### config.mk
export PLATFORM = sky130hd
export DESIGN_NAME = triple_pool
export DESIGN_NICKNAME = d
export VERILOG_FILES = /design/src/rtl/tpool_pkg.sv /design/src/rtl/tpool_table.sv /design/src/rtl/tpool_member.sv /design/src/rtl/tpool_stream.sv /design/src/rtl/triple_pool.sv
export SDC_FILE = /design/constraint.sdc
export NUM_CORES = 1
export LEC_CHECK = 0
export BUFFER_PORTS_ARGS = -buffer_cell sky130_fd_sc_hd__buf_4
export CAP_MARGIN = 0
export CORE_AREA = 2 2 220 222
export DETAILED_ROUTE_END_ITERATION = 7
export DIE_AREA = 0 0 222 224
export PLACE_DENSITY = 0.53
export SYNTH_ARGS = -nofsm -noshare
export SYNTH_HDL_FRONTEND = slang
export SYNTH_SLANG_ARGS = --single-unit
### constraint.sdc
create_clock -name clk -period 7.2 [get_ports clk]
set_clock_uncertainty 0.1 [all_clocks]
set_input_delay 1.8 -clock clk [delete_from_list [all_inputs] [get_ports clk]]
set_output_delay 1.8 -clock clk [all_outputs]
set_load 0.02 [all_outputs]
### src/rtl/tpool_pkg.sv
package tpool_pkg;

    localparam int TIDX_W = 8;
    localparam int LEN_W  = 6;

    typedef logic [TIDX_W-1:0] tidx_t;
    typedef logic [LEN_W-1:0]  tlen_t;

    typedef struct packed {
        logic  en;
        tidx_t guard;
        tidx_t outt;
        tidx_t base;
        tlen_t len;
    } mod_entry_t;

    typedef enum logic [2:0] {
        ST_IDLE,
        ST_SEL,
        ST_GUARD,
        ST_OUTT,
        ST_BODY,
        ST_FIN
    } scan_st_t;

    function automatic tidx_t body_idx(tidx_t base, tlen_t off);
        return base + tidx_t'(off);
    endfunction

endpackage

### src/rtl/tpool_table.sv
module tpool_table
    import tpool_pkg::*;
#(
    parameter int NUM_MODS = 8,
    parameter int MOD_W    = 3
) (
    input  logic       clk,
    input  logic       rst,
    input  logic       we,
    input  logic [MOD_W-1:0] wmod,
    input  mod_entry_t wdata,
    output mod_entry_t tbl [NUM_MODS]
);

    for (genvar g = 0; g < NUM_MODS; g++) begin : g_ent
        mod_entry_t ent_q;
        always_ff @(posedge clk) begin
            if (rst) begin
                ent_q <= '0;
            end else if (we && wmod == MOD_W'(g)) begin
                ent_q <= wdata;
            end
        end
        assign tbl[g] = ent_q;
    end

endmodule

### src/rtl/tpool_member.sv
module tpool_member
    import tpool_pkg::*;
#(
    parameter int NUM_MODS = 8,
    parameter int MOD_W    = 3
) (
    input  logic       clk,
    input  logic       rst,
    input  mod_entry_t tbl [NUM_MODS],
    input  logic       obs_valid,
    input  tidx_t      obs_idx,
    input  logic       obs_val,
    input  logic       start_acc,
    input  logic       cfg_we,
    input  logic [MOD_W-1:0] cfg_mod,
    output logic [NUM_MODS-1:0] act_map,
    output logic [NUM_MODS-1:0] load_vec,
    output logic [NUM_MODS-1:0] unload_vec
);

    logic [NUM_MODS-1:0] pend_ld_q, pend_ul_q, act_q;
    logic [NUM_MODS-1:0] hit_ld, hit_ul, wr_clr, act_next;
    logic                obs_one;

    assign obs_one = obs_valid && obs_val;

    for (genvar g = 0; g < NUM_MODS; g++) begin : g_cmp
        assign hit_ld[g] = obs_one && tbl[g].en && (obs_idx == tbl[g].guard);
        assign hit_ul[g] = obs_one && tbl[g].en && (obs_idx == tbl[g].outt);
    end

    assign load_vec   = pend_ld_q | hit_ld;
    assign unload_vec = pend_ul_q | hit_ul;
    assign wr_clr     = cfg_we ? (NUM_MODS'(1) << cfg_mod) : '0;
    // load takes priority over unload for the same module
    assign act_next   = (act_q & ~unload_vec) | load_vec;

    always_ff @(posedge clk) begin
        if (rst) begin
            act_q     <= '0;
            pend_ld_q <= '0;
            pend_ul_q <= '0;
        end else begin
            if (start_acc) begin
                act_q     <= act_next & ~wr_clr;
                pend_ld_q <= '0;
                pend_ul_q <= '0;
            end else begin
                act_q     <= act_q & ~wr_clr;
                pend_ld_q <= load_vec & ~wr_clr;
                pend_ul_q <= unload_vec & ~wr_clr;
            end
        end
    end

    assign act_map = act_q;

endmodule

### src/rtl/tpool_stream.sv
module tpool_stream
    import tpool_pkg::*;
#(
    parameter int NUM_MODS = 8,
    parameter int MOD_W    = 3
) (
    input  logic       clk,
    input  logic       rst,
    input  mod_entry_t tbl [NUM_MODS],
    input  logic [NUM_MODS-1:0] act_map,
    input  logic       step_start,
    output logic       start_acc,
    output logic       busy,
    output logic       step_done,
    output logic       out_valid,
    output tidx_t      out_idx,
    output logic [MOD_W-1:0] out_mod
);

    scan_st_t         st_q;
    logic [MOD_W-1:0] mod_q;
    tlen_t            cnt_q;
    mod_entry_t       cur;
    logic             last_mod;
    logic             body_end;

    assign cur       = tbl[mod_q];
    assign last_mod  = (mod_q == MOD_W'(NUM_MODS - 1));
    assign body_end  = (cnt_q == cur.len - tlen_t'(1));
    assign start_acc = step_start && (st_q == ST_IDLE);

    always_ff @(posedge clk) begin
        if (rst) begin
            st_q  <= ST_IDLE;
            mod_q <= '0;
            cnt_q <= '0;
        end else begin
            case (st_q)
                ST_IDLE: begin
                    if (step_start) begin
                        st_q  <= ST_SEL;
                        mod_q <= '0;
                    end
                end
                ST_SEL: begin
                    if (cur.en) begin
                        st_q <= ST_GUARD;
                    end else if (last_mod) begin
                        st_q <= ST_FIN;
                    end else begin
                        mod_q <= mod_q + 1'b1;
                    end
                end
                ST_GUARD: st_q <= ST_OUTT;
                ST_OUTT: begin
                    if (act_map[mod_q] && cur.len != '0) begin
                        st_q  <= ST_BODY;
                        cnt_q <= '0;
                    end else if (last_mod) begin
                        st_q <= ST_FIN;
                    end else begin
                        mod_q <= mod_q + 1'b1;
                        st_q  <= ST_SEL;
                    end
                end
                ST_BODY: begin
                    if (!body_end) begin
                        cnt_q <= cnt_q + 1'b1;
                    end else if (last_mod) begin
                        st_q <= ST_FIN;
                    end else begin
                        mod_q <= mod_q + 1'b1;
                        st_q  <= ST_SEL;
                    end
                end
                ST_FIN:  st_q <= ST_IDLE;
                default: st_q <= ST_IDLE;
            endcase
        end
    end

    always_comb begin
        out_valid = 1'b0;
        out_idx   = '0;
        case (st_q)
            ST_GUARD: begin out_valid = 1'b1; out_idx = cur.guard; end
            ST_OUTT:  begin out_valid = 1'b1; out_idx = cur.outt;  end
            ST_BODY:  begin out_valid = 1'b1; out_idx = body_idx(cur.base, cnt_q); end
            default:  ;
        endcase
    end

    assign out_mod   = mod_q;
    assign busy      = (st_q != ST_IDLE);
    assign step_done = (st_q == ST_FIN);

endmodule

### src/rtl/triple_pool.sv
module triple_pool
    import tpool_pkg::*;
#(
    parameter int NUM_MODS = 8,
    localparam int MOD_W   = (NUM_MODS > 1) ? $clog2(NUM_MODS) : 1
) (
    input  logic              clk,
    input  logic              rst,
    input  logic              cfg_we,
    input  logic [MOD_W-1:0]  cfg_mod,
    input  logic              cfg_en,
    input  logic [TIDX_W-1:0] cfg_guard,
    input  logic [TIDX_W-1:0] cfg_out,
    input  logic [TIDX_W-1:0] cfg_base,
    input  logic [LEN_W-1:0]  cfg_len,
    input  logic              obs_valid,
    input  logic [TIDX_W-1:0] obs_idx,
    input  logic              obs_val,
    input  logic              step_start,
    output logic              busy,
    output logic              step_done,
    output logic              out_valid,
    output logic [TIDX_W-1:0] out_idx,
    output logic [MOD_W-1:0]  out_mod
);

    mod_entry_t          tbl [NUM_MODS];
    mod_entry_t          wdata;
    logic [NUM_MODS-1:0] act_map, load_vec, unload_vec;
    logic                start_acc;

    assign wdata = '{en: cfg_en, guard: cfg_guard, outt: cfg_out,
                     base: cfg_base, len: cfg_len};

    tpool_table #(.NUM_MODS(NUM_MODS), .MOD_W(MOD_W)) u_table (
        .clk(clk), .rst(rst), .we(cfg_we), .wmod(cfg_mod),
        .wdata(wdata), .tbl(tbl)
    );

    tpool_member #(.NUM_MODS(NUM_MODS), .MOD_W(MOD_W)) u_member (
        .clk(clk), .rst(rst), .tbl(tbl),
        .obs_valid(obs_valid), .obs_idx(obs_idx), .obs_val(obs_val),
        .start_acc(start_acc), .cfg_we(cfg_we), .cfg_mod(cfg_mod),
        .act_map(act_map), .load_vec(load_vec), .unload_vec(unload_vec)
    );

    tpool_stream #(.NUM_MODS(NUM_MODS), .MOD_W(MOD_W)) u_stream (
        .clk(clk), .rst(rst), .tbl(tbl), .act_map(act_map),
        .step_start(step_start), .start_acc(start_acc),
        .busy(busy), .step_done(step_done),
        .out_valid(out_valid), .out_idx(out_idx), .out_mod(out_mod)
    );

endmodule

Word-level counts from Yosys, hierarchy flattened
Cells that the tools add are included.
- register bits: 284
- bits of input ports: 48
- output and inout bits: 14
- word-level logic and storage cells: 172
- add/sub/neg operators: 4
- magnitude comparators: 2
- eq/ne operators: 37
- shifts and indexed selects: 1
- multiplexer cells: 25
- bitwise operators: 11
- reductions and logical operators: 46
- operators by type and width (kind ; number):
    $eq A8 B8 Y1 ; 16
    $bmux W31 S3 ; 1
    $mux W31 ; 2
    $and A8 B8 Y8 ; 5
    $logic_and A1 B1 Y1 ; 35
    $mux W3 ; 11
    $or A8 B8 Y8 ; 3
    $pmux W8 S3 ; 1
    $eq A3 B3 Y1 const B ; 7
    $mux W8 ; 2
    $not A8 Y8 ; 2
    $pmux W3 S5 ; 1
    $eq A3 B2 Y1 const B ; 4
    $mux W6 ; 2
    $pmux W3 S4 ; 1
    $pmux W6 S2 ; 1
    $add A8 B6 Y8 ; 1
    $ne A2 B2 Y1 const B ; 4
    $shl A1 B3 Y8 const A ; 1
    $add A6 B1 Y6 const B ; 1
    $eq A3 B1 Y1 const B ; 2
    $eq A6 B6 Y1 ; 1
    $logic_not A3 Y1 ; 2
    $reduce_and A3 Y1 ; 2
    16 further kinds ; 18

Depth between registers and ports, before layout
Gate-level depths: netlist (run 1).
- depth in word-level cells: 9
- mapped depth: 18
- mapped depth without buffers: 12

By module
A second synthesis (run 1) with hierarchy kept.
- cell total of the unflattened synthesis: 1510
- area total of the unflattened synthesis: 15755.1 µm²
- by module, submodules not included (module ; instances ; cells an instance ; area an instance (µm²) ; sequential area each (µm²)):
    tpool_table ; 1 ; 878 ; 9716.8 ; 4964.8
    tpool_stream ; 1 ; 288 ; 3191.8 ; 240.2
    tpool_member ; 1 ; 344 ; 2846.5 ; 480.5

Worst setup path before layout (run 1)
Ideal clock, no wire load.
- path type: flip-flop to output port
- start point: register u_stream.mod_q[1], in the netlist u_stream.out_mod[1]
- end point: output out_idx[6]
- arrival: 4161 ps
- data required time: 5300 ps
- setup slack: 1139 ps
- stages on the path, launching flop included: 16
- buffers on the path: 5
- cells stage by stage: dfxtp_1 -> buf_6 -> buf_4 -> buf_4 -> buf_1 -> clkbuf_1 -> mux4_2 -> mux2_2 -> ha_1 -> fa_1 -> a21o_1 -> a21o_1 -> a21o_1 -> a21oi_1 -> xnor2_1 -> o221ai_1
- longest elaborated chain between the ends: 6
- ends and longest elaborated chain (item ; line ; RTL):
    from (decl) ; tpool_stream.sv:21 ; logic [MOD_W-1:0] mod_q;
    from (signal assigned) ; tpool_stream.sv:51 ; mod_q <= mod_q + 1'b1;
    from (signal assigned) ; tpool_stream.sv:62 ; mod_q <= mod_q + 1'b1;
    from (signal assigned) ; tpool_stream.sv:72 ; mod_q <= mod_q + 1'b1;
    $not A3 Y4 (implied by the code) (*) ; tpool_stream.sv:27 ; assign cur = tbl[mod_q];
    $bmux W31 S3 (*) ; tpool_stream.sv:27 ;
    $mux W31 (implied by the code) (*) (2 in series) ; tpool_stream.sv:27 ;
    $add A8 B6 Y8 ; tpool_pkg.sv:27 ; return base + tidx_t'(off);
    $pmux W8 S3 (*) ; tpool_stream.sv:85 ; case (st_q)
    to (decl) ; triple_pool.sv:23 ; output logic [TIDX_W-1:0] out_idx,
Every way passes the cells marked *; elsewhere a longest branch is shown, timed or not. The select of a mux whose other input is x is not followed.

Final worst setup path (run 1)
- start point: register u_stream.mod_q[0], in the netlist u_stream.out_mod[0]
- end point: output out_idx[7]
Same word-level chain as after synthesis.

==> results of run 1 <==
## power groups by stage
stage                     Combinational, mW  Sequential (mW)  Clock [mW]
after floorplan                       0.398             1.67           0
after global placement                0.499             1.71           0
after detailed placement              0.503             1.71           0
after CTS                             0.505             1.68        1.57
after global routing                  0.541             1.69        1.64
final                                 0.500             1.68        1.55
## cell families after synthesis
kind of cell | count (synthesis) | synth area share
simple gates | 648 | 0.191
compound gates | 339 | 0.135
flops | 284 | 0.403
buf+inv | 161 | 0.0485
xor+xnor | 141 | 0.0876
mux | 95 | 0.124
fa+ha+maj | 12 | 0.0112
## cell type report
type,instances,area [um2]
Timing Repair Buffer,79,599
Sequential cell,284,5690
Clock buffer,47,886
Fill cell,4852,31500
Multi-Input combinational cell,1235,7800
Inverter,4,15.0
Tap cell,615,769
Clock inverter,9,73.8
## worst max-delay path, delay by kind of cell, from the launching register on
kind            cells  cell delay, ns
compound gates      5            0.97
xor+xnor            1            0.32
fa+ha+maj           1            0.28
buf+inv             1            0.22
flops               1            0.73
mux                 2            0.88
simple gates        3            0.29
## cells in the mapped netlist, types with 2 or more instances
cell | n | area share
nor2b_1 | 8 | 0.0036
xnor2_1 | 87 | 0.054
clkbuf_2 | 31 | 0.011
and2_1 | 2 | 0.00089
dfxtp_1 | 284 | 0.40
clkbuf_1 | 106 | 0.028
o221ai_1 | 3 | 0.0019
mux2i_1 | 20 | 0.014
mux2_2 | 13 | 0.010
a22oi_1 | 6 | 0.0032
a21o_1 | 6 | 0.0032
nand2b_1 | 12 | 0.0053
a21oi_1 | 264 | 0.094
nand3b_1 | 3 | 0.0016
buf_1 | 8 | 0.0021
a221oi_1 | 2 | 0.0012
nand2_1 | 516 | 0.14
o21a_1 | 8 | 0.0043
xor2_1 | 54 | 0.034
nand4_1 | 18 | 0.0080
nand3_1 | 9 | 0.0032
a21oi_2 | 2 | 0.0012
mux4_2 | 57 | 0.091
buf_4 | 3 | 0.0016
nor3b_1 | 2 | 0.0011
mux4_1 | 3 | 0.0056
or3_1 | 6 | 0.0027
a41oi_1 | 18 | 0.011
o21ai_0 | 17 | 0.0060
ha_1 | 11 | 0.0098
buf_6 | 3 | 0.0024
nor4_1 | 16 | 0.0071
nor3_1 | 27 | 0.0096
a211oi_1 | 2 | 0.0011
nor2_1 | 23 | 0.0061
inv_1 | 4 | 0.0011
o31a_1 | 2 | 0.0012
buf_2 | 6 | 0.0021
## routing by layer
layer / up-vias / share of wire / global-route usage
met5: - / 0 / 0
met4: 0 / 0.024 / 0.0545
met3: 79 / 0.057 / 0.0172
met2: 419 / 0.47 / 0.317
met1: 5853 / 0.45 / 0.264
li1: 5606 / - / -
## final timing paths
path	start	endpoint	slack (ns)
max	u_stream.out_mod[0]	out_idx[7]	0.99
min	u_table.tbl[98]	u_table.tbl[98]	0.35
max reg2reg	u_stream.out_mod[1]	u_stream.out_mod[1]	2.67
min reg2reg	u_table.tbl[98]	u_table.tbl[98]	0.35
## registers in the layout, summed over array words and instances (netlist names)
name,cells
u_member.act_map,8
u_stream.st_q,3
u_member.pend_ld_q,8
u_member.pend_ul_q,8
u_stream.out_mod,3
u_stream.cnt_q,6
u_table.tbl,248
## per-stage QoR
| stage | power, mW | util | setup WS [ns] | cells |
|---|---|---|---|---|
| 6_report | 3.73 | 0.335 | 0.986 | 2273 |
| 2_1_floorplan | 2.07 | - | 1.14 | 1680 |
| 3_5_place_dp | 2.22 | 0.314 | 1.62 | 2217 |
| 5_1_grt | 3.86 | 0.335 | 0.835 | 2273 |
| 3_3_place_gp | 2.21 | 0.314 | 1.65 | 2217 |
| 4_1_cts | 3.75 | 0.335 | 0.999 | 2273 |
==> metrics.yaml, run 1 <==
vias: 12000
maxCapViolations: 0
status: "completed"
cp_cell_sequence: "mux4_2, mux2_2, ha_1, a21o_1, a21oi_1, nor2b_1, o21ai_0, nand2b_1, a21oi_1, nor2_1, xor2_1, o221ai_1, buf_4"
cts_tree: "yes"
wire_per_inst_um: 21.2
fin_setup_tns_ns: 0
cts.path.max_buffers: 3
slew_viol_final: 0
grt_pass1_vias: 11600
yosys_warnings: 0
clk-insertion-delay-late_ns: 0.58
grt.total_usage: 0.191
p_clk_frac: 0.415
worst_setup_path_start_kind: "flip-flop"
period_share: 0.863
synth.distinct_cells: 56
fp.dieH_um: 224
layout_commonest_cell: "nand2_1"
syn-num-nets: 1740
cp_common_cell: "a21oi_1"
relSlewSlack: 0.219
power_per_cell_area_nw_per_um2: 235
synthCells: 1680
cts_hold_buffers: 0
critPathKind: "reg2out"
p_seq_frac: 0.451
clk_pin_slew_worst_paths_ns: 0.06
drive_gt1_frac: 0.131
rsz0062_at_grt: "false"
p_sw_frac: 0.279
dr.pass1.iters: 5
syn_to_final_growth_pct: 12.4
routed_wl_um: 48100
top_level_ports: 62
synthArstFlopShare: 0
grt_pass1_wl_um: 73000
cp_slowest_cell: "dfxtp_4"
power_switching_mw: 1.04
numPortBuffers: 61
die_area_um2: 49700
die_w_um: 222
first_iter_violations: 1113
hpwl_um: 29300
finalCriticalPeriod_ns: 6.21
arrival_ns: 4.31
root_buffer: "clkbuf_16"
combPwrFrac: 0.134
place_area_um2: 14900
synth-edff-count: 0
most-common-layout-cells: "nand2_1 (516), dfxtp_1 (281), a21oi_1 (264)"
final_nets: 1695
gp_congestion: 0.819
fmax_ghz: 0.161
hold_violations: 0
tightest_slew_ns: 1.17
worstPathMaxFanout: 34
grt_overflow: 0
cp.required_ns: 5.30
synth_area_um2: 14100
drt.antenna.violating_nets: 0
drt-vias-per-instance: 5.26
core_um2: 47300
synth_area_per_cell_um2: 8.39
cts_sinks: 284
final_cell_area_um2: 15800
p_int_mw: 2.68
endpoint_kind: "primary output"
max-vdd-ir-drop_mv: 0.196
cts_inserted_buffers: 31
holdWs_ns: 0.350
postSynthRegisterBits: 284
p_leak_nw: 5.21
start_util: 0.298
htreeDepth: 1
synth_flop_cell: "dfxtp_1"
yosysSeqAreaShare: 0.403
antennaDiodeCount: 0
cts_resized: 0
rows: 80
hp-class: "reg2reg"
post_cts_buffers: 0
setup_viol: 0
antenna_found_initial: 0
r2r.worst_path.cells: 11
remaining_drc_errors: 0
grt_max_degree: 98
cpPeakStageDelay_ns: 0.73
worstHoldPathCells: 2
Power figures use the tool's default switching activity.
==> run 2, diff against run 1 <==
- MAX_ROUTING_LAYER: default -> met4
==> run 2 against run 1 <==
  * Die area did not move
  * Hold slack about the same
  * Sequential power about the same
  * Global-route usage rose by 0.57 points
  * Setup slack lost 0.0068 ns
  * First-iteration DRC count decreased by 2.2%
  * Sequential share of layout area is the same
  * Utilization stayed put
  * Cell area unchanged
  * Combinational power about the same
  * Critical path depth stayed put
  * Largest cell class unchanged
==> metrics.yaml, run 2 (synthesis gave the netlist of run 1 again) <==
status: "completed"
die_w_um: 222  # unchanged
grt_max_degree: 98  # unchanged
cts_sinks: 284  # unchanged
syn_to_final_growth_pct: 12.4  # unchanged
crit_family: "compound AO/OA/AOI/OAI gates"
root_buffer: "clkbuf_16"
fmax_ghz: 0.161  # -0.11%
power_per_cell_area_nw_per_um2: 235  # about the same
cts_resized: 0  # unchanged
layout_commonest_cell: "nand2_1"
clk-insertion-delay-late_ns: 0.58  # about the same
grt_pass1_wl_um: 73100  # about the same
vias: 11900  # -0.31%
finalPower_mw: 3.73  # about the same
antenna_found_initial: 0  # unchanged
gp_congestion: 0.831  # +1.5%
route.met3.wl_um: 2350  # -14%
start_util: 0.298  # unchanged
wl_met1_um: 22000  # +2.3%
hpwl_um: 29300  # unchanged
drive_gt1_frac: 0.131  # unchanged
path_buf_inv: 1  # unchanged
hp-class: "reg2reg"
wire_per_inst_um: 21.2  # about the same
most-common-layout-cells: "nand2_1 (516), dfxtp_1 (281), a21oi_1 (264)"
p_leak_nw: 5.21  # unchanged
maxCapViolations: 0  # unchanged
endpoint_kind: "primary output"
grt_pass1_vias: 11600  # -0.0086%
die_area_um2: 49700  # unchanged
post_cts_buffers: 0  # unchanged
core_um2: 47300  # unchanged
cp_cell_sequence: "mux4_2, mux2_2, ha_1, a21o_1, a21oi_1, nor2b_1, o21ai_0, nand2b_1, a21oi_1, nor2_1, xor2_1, o221ai_1, buf_4"
finalCriticalPeriod_ns: 6.22  # +0.00678 ns
max-vdd-ir-drop_mv: 0.195  # -0.36%
first_iter_violations: 1089  # -2.2%
final_nets: 1695  # unchanged
worst_setup_path_start_kind: "flip-flop"
cp_slowest_cell: "dfxtp_4"
cts_hold_buffers: 0  # unchanged
cts.path.max_buffers: 3  # unchanged
worstPathMaxFanout: 34  # unchanged
setup_viol: 0  # unchanged
highest_layer: "met4"
remaining_drc_errors: 0  # unchanged
drt-vias-per-instance: 5.24  # -0.31%
critPathKind: "reg2out"
tightest_slew_ns: 1.19  # +0.0157 ns
rows: 80  # unchanged
grt.total_usage: 0.196  # +0.00569
relSlewSlack: 0.208  # -0.0105
largest_register_ffs: 248  # unchanged
grt_overflow: 0  # unchanged
cts_tree: "yes"
cp.required_ns: 5.30  # about the same
met2_wirelength_um: 22700  # about the same
fin_setup_tns_ns: 0  # unchanged
drt.antenna.violating_nets: 0  # unchanged
htreeDepth: 1  # unchanged
arrival_ns: 4.32  # about the same
numPortBuffers: 61  # unchanged
top_level_ports: 62  # unchanged
routed_wl_um: 48100  # about the same
antennaDiodeCount: 0  # unchanged
period_share: 0.864  # +0.000942
hold_violations: 0  # unchanged
cpPeakStageDelay_ns: 0.73  # about the same
cts_inserted_buffers: 31  # unchanged
slew_viol_final: 0  # unchanged
dr.pass1.iters: 5  # unchanged
cp_common_cell: "a21oi_1"
fp.dieH_um: 224  # unchanged
clk_pin_slew_worst_paths_ns: 0.06  # about the same
rsz0062_at_grt: "false"
==> run 2: worst register-to-register path: cells and delay by family (launching register included) <==
kind	cells	cell delay (ns)
xor+xnor	1	0.15
simple gates	3	0.70
compound gates	3	0.95
buf+inv	1	0.75
mux	2	0.94
fa+ha+maj	1	0.29
flops	1	0.54
==> run 2: metal layers <==
metal	global-route usage	up-vias
li1	-	5610
met1	0.264	5867
met2	0.318	366
met3	0.0163	77
met4	0.0545	0
met5	-	-
==> run 2: per-stage QoR <==
stage / utilization / instances / hold slack [ns] / area, um2 / worst slack, ns
finish: 0.335 / 2273 / 0.350 / 15800 / 0.979
CTS: 0.335 / 2273 / 0.352 / 15800 / 0.999
floorplan: - / 1680 / 0.332 / 14100 / 1.14
detailed placement: 0.314 / 2217 / 0.344 / 14900 / 1.62
global placement: 0.314 / 2217 / 0.338 / 14900 / 1.65
global route: 0.335 / 2273 / 0.370 / 15800 / 0.833
==> run 2: report_power, final <==
group / switching, mW / total (mW) / leakage, nW / internal [mW]
Combinational: 0.304 / 0.501 / 2.44 / 0.197
Clock: 0.669 / 1.55 / 0.473 / 0.878
Sequential: 0.0688 / 1.68 / 2.30 / 1.61
==> run 2: worst paths after layout <==
check | from | to | slack (ns) | cells past startpoint
setup / recovery | u_stream.out_mod[0] | out_idx[7] | 0.98 | 13
hold / removal | u_table.tbl[98] | u_table.tbl[98] | 0.35 | 2
setup reg to reg | u_stream.out_mod[1] | u_stream.out_mod[1] | 2.69 | 11
hold reg to reg | u_table.tbl[98] | u_table.tbl[98] | 0.35 | 2
==> run 2: layout make-up <==
class,instances,area [um2]
Clock buffer,47,886
Timing Repair Buffer,79,599
Multi-Input combinational cell,1235,7800
Clock inverter,9,73.8
Tap cell,615,769
Fill cell,4852,31500
Inverter,4,15.0
Sequential cell,284,5690
